File: config.mk
export PLATFORM = sky130hd
export DESIGN_NAME = acc_arith_unit
export DESIGN_NICKNAME = d
export VERILOG_FILES = /design/src/rtl/acc_pkg.sv /design/src/rtl/acc_decode.sv /design/src/rtl/acc_alu.sv /design/src/rtl/acc_regfile.sv /design/src/rtl/acc_seq.sv /design/src/rtl/acc_arith_unit.sv
export SDC_FILE = /design/constraint.sdc
export NUM_CORES = 1
export LEC_CHECK = 0
export BUFFER_PORTS_ARGS = -buffer_cell sky130_fd_sc_hd__buf_2
export CAP_MARGIN = 20
export CORE_MARGIN = 5
export CORE_UTILIZATION = 66
export CTS_BUF_LIST = sky130_fd_sc_hd__clkbuf_4 sky130_fd_sc_hd__clkbuf_8
export CTS_CLUSTER_DIAMETER = 80
export DETAILED_ROUTE_END_ITERATION = 8
export GPL_ROUTABILITY_DRIVEN = 0
export PLACE_DENSITY = 0.95
export SLEW_MARGIN = 20
export SYNTH_ARGS = -nofsm -noshare
export SYNTH_HDL_FRONTEND = slang
export SYNTH_SLANG_ARGS = --single-unit
File: constraint.sdc
create_clock -name clk -period 5.3 [get_ports clk]
set_input_delay 0.53 -clock clk [delete_from_list [all_inputs] [get_ports clk]]
set_output_delay 0.53 -clock clk [all_outputs]
set_load 0.01 [all_outputs]
File: src/rtl/acc_pkg.sv
package acc_pkg;

    localparam int OPC_W    = 8;
    localparam int IDX_W    = 3;
    localparam int NSLOT    = 1 << IDX_W;
    localparam int FLAG_W   = 4;
    localparam int FLAG_MSB = 7;

    localparam logic [IDX_W-1:0] SEL_FLAGS = 3'd6;
    localparam logic [IDX_W-1:0] SEL_ACC   = 3'd7;

    localparam logic [4:0] GRP_ADD = 5'b10000;
    localparam logic [4:0] GRP_ADC = 5'b10001;
    localparam logic [4:0] GRP_SUB = 5'b10010;

    typedef enum logic [1:0] {
        K_ADD = 2'd0,
        K_ADC = 2'd1,
        K_SUB = 2'd2
    } alu_kind_e;

    typedef struct packed {
        logic             legal;
        alu_kind_e        kind;
        logic [IDX_W-1:0] src;
    } dec_t;

    typedef struct packed {
        logic z;
        logic n;
        logic h;
        logic c;
    } flags_t;

endpackage

File: src/rtl/acc_decode.sv
module acc_decode
    import acc_pkg::*;
(
    input  logic [OPC_W-1:0] opcode,
    output dec_t             dec
);
    logic [4:0] grp;
    logic       slot_ok;

    assign grp     = opcode[OPC_W-1:IDX_W];
    assign slot_ok = (opcode[IDX_W-1:0] != SEL_FLAGS);

    always_comb begin
        dec.src   = opcode[IDX_W-1:0];
        dec.kind  = K_ADD;
        dec.legal = 1'b0;
        unique case (grp)
            GRP_ADD: begin dec.kind = K_ADD; dec.legal = slot_ok; end
            GRP_ADC: begin dec.kind = K_ADC; dec.legal = slot_ok; end
            GRP_SUB: begin dec.kind = K_SUB; dec.legal = slot_ok; end
            default: begin dec.kind = K_ADD; dec.legal = 1'b0; end
        endcase
    end

    // the x6 operand slot is never legal
    always_comb begin
        assert_hole_illegal_R9: assert (!(dec.legal && dec.src == SEL_FLAGS));
    end
endmodule

File: src/rtl/acc_alu.sv
module acc_alu
    import acc_pkg::*;
#(
    parameter int DATA_W = 8
) (
    input  alu_kind_e         kind,
    input  logic [DATA_W-1:0] a,
    input  logic [DATA_W-1:0] b,
    input  logic              cin,
    output logic [DATA_W-1:0] res,
    output flags_t            fl
);
    localparam int HALF_W = DATA_W / 2;

    logic              ci;
    logic [DATA_W:0]   wide;
    logic [HALF_W:0]   nib;

    assign ci = (kind == K_ADC) ? cin : 1'b0;

    always_comb begin
        if (kind == K_SUB) begin
            wide = {1'b0, a} - {1'b0, b};
            nib  = {1'b0, a[HALF_W-1:0]} - {1'b0, b[HALF_W-1:0]};
        end else begin
            wide = {1'b0, a} + {1'b0, b} + {{DATA_W{1'b0}}, ci};
            nib  = {1'b0, a[HALF_W-1:0]} + {1'b0, b[HALF_W-1:0]} + {{HALF_W{1'b0}}, ci};
        end
    end

    assign res  = wide[DATA_W-1:0];
    assign fl.z = (res == '0);
    assign fl.n = (kind == K_SUB);
    assign fl.h = nib[HALF_W];
    assign fl.c = wide[DATA_W];

    // a subtract borrow must agree with an unsigned compare of the operands
    always_comb begin
        if (kind == K_SUB) begin
            assert_sub_borrow_R4: assert (fl.c == (a < b));
        end
    end
endmodule

File: src/rtl/acc_regfile.sv
module acc_regfile
    import acc_pkg::*;
#(
    parameter int DATA_W = 8
) (
    input  logic              clk,
    input  logic              rst,
    input  logic              ld_en,
    input  logic [IDX_W-1:0]  ld_sel,
    input  logic [DATA_W-1:0] ld_data,
    input  logic              wb_en,
    input  logic [DATA_W-1:0] wb_data,
    input  flags_t            wb_flags,
    input  logic [IDX_W-1:0]  rd_sel,
    output logic [DATA_W-1:0] rd_data,
    output logic [DATA_W-1:0] acc,
    output flags_t            flags
);
    logic [DATA_W-1:0] slot [NSLOT];
    flags_t            fl_q;

    for (genvar i = 0; i < NSLOT; i++) begin : g_slot
        if (i == int'(SEL_FLAGS)) begin : g_hole
            assign slot[i] = '0;
        end else begin : g_reg
            logic [DATA_W-1:0] q;
            always_ff @(posedge clk) begin
                if (rst) begin
                    q <= '0;
                end else if (wb_en && i == int'(SEL_ACC)) begin
                    q <= wb_data;
                end else if (ld_en && ld_sel == IDX_W'(i)) begin
                    q <= ld_data;
                end
            end
            assign slot[i] = q;
        end
    end

    always_ff @(posedge clk) begin
        if (rst) begin
            fl_q <= '0;
        end else if (wb_en) begin
            fl_q <= wb_flags;
        end else if (ld_en && ld_sel == SEL_FLAGS) begin
            fl_q <= flags_t'(ld_data[FLAG_MSB -: FLAG_W]);
        end
    end

    assign rd_data = slot[rd_sel];
    assign acc     = slot[SEL_ACC];
    assign flags   = fl_q;

    // an accumulator load shows up on the next cycle
    assert_acc_load_R8: assert property (@(posedge clk) disable iff (rst)
        (ld_en && !wb_en && ld_sel == SEL_ACC) |=> (acc == $past(ld_data)));
endmodule

File: src/rtl/acc_seq.sv
module acc_seq
    import acc_pkg::*;
#(
    parameter int LATENCY = 4
) (
    input  logic clk,
    input  logic rst,
    input  logic op_valid,
    input  dec_t dec,
    output logic busy,
    output logic done,
    output logic illegal,
    output logic commit,
    output dec_t pend
);
    localparam int CNT_W = $clog2(LATENCY + 1);

    logic             busy_q;
    logic             done_q;
    logic             ill_q;
    logic [CNT_W-1:0] cnt_q;
    dec_t             pend_q;

    always_ff @(posedge clk) begin
        if (rst) begin
            busy_q <= 1'b0;
            done_q <= 1'b0;
            ill_q  <= 1'b0;
            cnt_q  <= '0;
            pend_q <= '0;
        end else begin
            done_q <= 1'b0;
            ill_q  <= 1'b0;
            if (busy_q) begin
                if (cnt_q == CNT_W'(1)) begin
                    busy_q <= 1'b0;
                    done_q <= 1'b1;
                end else begin
                    cnt_q <= cnt_q - CNT_W'(1);
                end
            end else if (op_valid) begin
                if (dec.legal) begin
                    busy_q <= 1'b1;
                    cnt_q  <= CNT_W'(LATENCY);
                    pend_q <= dec;
                end else begin
                    ill_q <= 1'b1;
                end
            end
        end
    end

    assign busy    = busy_q;
    assign done    = done_q;
    assign illegal = ill_q;
    assign commit  = busy_q && (cnt_q == CNT_W'(1));
    assign pend    = pend_q;

    // done is a single-cycle pulse that closes a busy window
    assert_done_pulse_R2: assert property (@(posedge clk) disable iff (rst)
        done |=> !done);
    assert_done_after_busy_R2: assert property (@(posedge clk) disable iff (rst)
        done |-> ($past(busy) && !busy));
    assert_busy_ends_in_done_R2: assert property (@(posedge clk) disable iff (rst)
        $fell(busy) |-> done);
    // illegal only follows a strobe taken while idle
    assert_illegal_cause_R9: assert property (@(posedge clk) disable iff (rst)
        illegal |-> ($past(op_valid) && !$past(busy) && !busy));
endmodule

File: src/rtl/acc_arith_unit.sv
module acc_arith_unit
    import acc_pkg::*;
#(
    parameter int DATA_W  = 8,
    parameter int LATENCY = 4
) (
    input  logic              clk,
    input  logic              rst,
    input  logic              op_valid,
    input  logic [7:0]        opcode,
    input  logic              ld_en,
    input  logic [2:0]        ld_sel,
    input  logic [DATA_W-1:0] ld_data,
    output logic              busy,
    output logic              done,
    output logic              illegal,
    output logic [DATA_W-1:0] acc_out,
    output logic [7:0]        flags_out
);
    dec_t              dec;
    dec_t              pend;
    logic              commit;
    logic              ld_ok;
    logic [DATA_W-1:0] opnd;
    logic [DATA_W-1:0] acc;
    logic [DATA_W-1:0] alu_res;
    flags_t            alu_fl;
    flags_t            flags;

    acc_decode u_dec (
        .opcode (opcode),
        .dec    (dec)
    );

    acc_seq #(.LATENCY(LATENCY)) u_seq (
        .clk      (clk),
        .rst      (rst),
        .op_valid (op_valid),
        .dec      (dec),
        .busy     (busy),
        .done     (done),
        .illegal  (illegal),
        .commit   (commit),
        .pend     (pend)
    );

    assign ld_ok = ld_en && !busy;

    acc_regfile #(.DATA_W(DATA_W)) u_rf (
        .clk      (clk),
        .rst      (rst),
        .ld_en    (ld_ok),
        .ld_sel   (ld_sel),
        .ld_data  (ld_data),
        .wb_en    (commit),
        .wb_data  (alu_res),
        .wb_flags (alu_fl),
        .rd_sel   (pend.src),
        .rd_data  (opnd),
        .acc      (acc),
        .flags    (flags)
    );

    acc_alu #(.DATA_W(DATA_W)) u_alu (
        .kind (pend.kind),
        .a    (acc),
        .b    (opnd),
        .cin  (flags.c),
        .res  (alu_res),
        .fl   (alu_fl)
    );

    assign acc_out   = acc;
    assign flags_out = {flags, 4'b0000};

    // zero flag matches the accumulator written at completion
    assert_zero_flag_R3: assert property (@(posedge clk) disable iff (rst)
        done |-> (flags_out[7] == (acc_out == '0)));
    // subtract indicator follows the kind of the finished operation
    assert_sub_flag_R5: assert property (@(posedge clk) disable iff (rst)
        done |-> (flags_out[6] == (pend.kind == K_SUB)));
    // a rejected opcode leaves the accumulator and flags untouched
    assert_illegal_keeps_state_R9: assert property (@(posedge clk) disable iff (rst)
        (illegal && !$past(ld_en)) |-> ($stable(acc_out) && $stable(flags_out)));
endmodule

==> results.py <==
metrics = {
    "critical_path": {
        "critPathLaunch": "u_seq.pend[0]",
        "reg2reg_from": "u_seq.pend[0]",
        "cp-start-kind": "register",
        "arrival_ns": 4.04,
        "critPathRequiredTime_ns": 5.56,
        "cp_max_fo": 18,
        "setup.worst_path.end_class": "register",
        "worstSetupPathType": "reg2reg",
    },
    "floorplanning": {
        "rows": 28,
        "coreArea_mm2": 0.00592,
        "die_w_um": 88.2,
        "start_util_pct": 68.2,
        "die-area_mm2": 0.00778,
        "io_pins": 42,
        "die_h_um": 88.2,
    },
    "grt": {
        "grt_start_max_net_pins": 69,
        "grt_pass1_vias": 3274,
        "grt_pass1_wl_mm": 15.8,
        "antenna_found_initial": 0,
        "grt-ovfl-total": 0,
        "gr-usage-all-layers_pct": 26.2,
    },
    "cts": {
        "clk_transition_reported_paths_ns": 0.07,
        "cts_resized": 0,
        "cts_root_buf": "clkbuf_8",
        "cts_buffer_depth": 2,
        "postCtsHoldBufs": 0,
        "cts_tree": "built",
        "clock_latency_ns": 0.35,
        "numCtsBuffers": 9,
        "clock-sinks": 71,
        "cts_setup_buffers": 0,
        "htreeDepth": 3,
    },
    "place": {
        "io_buffers": 37,
        "dpl.hpwl_mm": 6.80,
    },
    "power": {
        "powerDensity_mw_per_mm2": 256,
        "power.leakage_uw": 0.00204,
        "ir_drop_uv": 228,
        "power_uw": 1120,
    },
    "timing": {
        "max_freq_mhz": 265,
        "setup_viol": 0,
        "period_needed_ns": 3.78,
        "slew_headroom_pct": 36.1,
        "period_share_pct": 71.3,
        "worst_slew_pin_slew_ns": 0.957,
        "setup_tns_ns": 0,
        "rsz0062_at_grt": "false",
        "skew_ns": 0.0103,
        "timing.hold.ws_ns": 0.447,
        "hold_viol": 0,
        "drv_slew": 0,
    },
    "flow_run": {
        "drv_cap": 0,
    },
    "drt": {
        "drtAntennaViolNets": 0,
        "vias_per_cell": 6.21,
        "routed_wl_mm": 9.49,
        "drc": 0,
        "drtIter0Drc": 288,
        "first_pass_iters": 4,
        "vias": 3320,
        "wire_per_inst_um": 17.7,
    },
    "logic_synthesis": {
        "ys_warn_count": 0,
        "syn_area_per_cell_um2": 9.32,
        "yosysSeqAreaShare_pct": 35.2,
        "synthDistinctLibCells": 57,
        "synth-async-reset-ratio_pct": 0,
        "synth-edff-count": 0,
        "syn_area_mm2": 0.00404,
        "ys_ff_latch": 71,
        "synthCells": 433,
        "synth_ff_type": "dfxtp_1",
    },
    "layout": {
        "layout_commonest_cell": "nor2_1",
        "antennaDiodeCount": 0,
        "drive_gt1_share_pct": 18.0,
        "nFillCells": 402,
        "area_delta_synth_final_pct": 8.58,
        "postLayoutCoreUtil_pct": 74.0,
        "mostFrequentLayoutCells": "nor2_1 (80), dfxtp_1 (71), mux2i_1 (58)",
        "finalNetCount": 498,
    },
    "worst_hold_path": {
        "hp-class": "in2reg",
        "hp-start": "opcode[0]",
    },
    "outcome": {
        "status": "complete, no violations",
    },
}
==> layer usage <==
layer	vias to the layer above	track usage, %	part of all wire (%)
li1	1567	-	-
met1	1611	32.7	42
met2	117	43.8	49
met3	25	5.12	5.7
met4	0	11.5	2.7
met5	-	0	0
==> where the power goes <==
part | internal [uW] | total, uW | switching [uW]
combinational | 48.0 | 118 | 70.1
sequential | 545 | 556 | 11.1
clock | 242 | 448 | 206
==> layout make-up <==
type	instances	area (um2)	area share [%]
sequential	71	1420	32.4
tap	75	93.8	2.14
inverter	20	75.1	1.71
clock buffer	11	151	3.45
multi-input combinational	315	2390	54.5
clock inverter	5	56.3	1.28
timing repair buffer	38	195	4.45
==> logic make-up after synthesis <==
| group | synth area share (%) |
|---|---|
| buffers and inverters | 5.86 |
| flip-flops | 35.2 |
| AND/OR/NAND/NOR | 16.3 |
| XOR/XNOR | 0.868 |
| AO/OA/AOI/OAI | 13.5 |
| multiplexers | 21.4 |
| adder cells (fa/ha/maj) | 6.76 |
| other | 0.0929 |
==> registers in the layout (all words and copies together), names as in the netlist <==
name,count
u_rf.flags,4
u_seq.pend,5
u_rf.acc,8
u_seq.illegal,1
u_seq.cnt_q,3
u_seq.done,1
u_rf.g_slot.g_reg.q,48
u_seq.busy,1
==> cell usage after synthesis (all sizes together), types with 2 or more instances <==
master	instances	share of area (%)
nor2	81	7.6
dfxtp	71	35
mux2i	58	14
a21oi	22	2.8
inv	20	1.9
buf	17	2.8
ha	17	5.3
clkbuf	13	1.2
nand2	13	1.2
a22oi	10	1.9
mux2	9	2.5
a211oi	8	1.5
mux4	8	4.5
o21ai	8	0.99
a21o	7	1.3
nand2b	7	1.3
nor3b	6	1.4
nand3	5	0.62
nand3b	5	1.2
nor2b	5	0.77
nor3	4	0.62
a221oi	3	0.96
fa	3	1.5
a22o	2	0.43
a31oi	2	0.31
and3	2	0.31
nor4	2	0.31
nor4b	2	0.43
o21a	2	0.37
o31ai	2	0.50
o41ai	2	0.62
xnor2	2	0.43
xor2	2	0.43
==> critical path, stage by stage (launching register included) <==
cell	delay, ns
dfxtp_1	0.60
nor2_1	0.54
a22oi_1	0.20
a21oi_1	0.36
fa_1	0.26
inv_1	0.06
fa_1	0.39
or2_1	0.25
a221oi_2	0.31
o41ai_2	0.11
nor3_1	0.20
o22ai_1	0.13
o31ai_2	0.27
==> per-stage QoR <==
stage / worst slack, ns / std cells / instance area [um2]
after floorplan: 2.16 / 436 / 4050
after global placement: 1.83 / 519 / 4170
after detailed placement: 1.57 / 519 / 4170
after CTS: 1.56 / 535 / 4380
after global routing: 1.34 / 535 / 4380
final: 1.52 / 535 / 4380
==> final timing paths <==
check / to / depth (start not counted) / slack [ns]
max reg2reg: u_rf.flags[3] / 12 / 1.52
min reg2reg: u_seq.cnt_q[0] / 2 / 0.50
max: u_rf.flags[3] / 12 / 1.52
min: u_seq.pend[0] / 3 / 0.45
(Power assumes the default switching activity.)
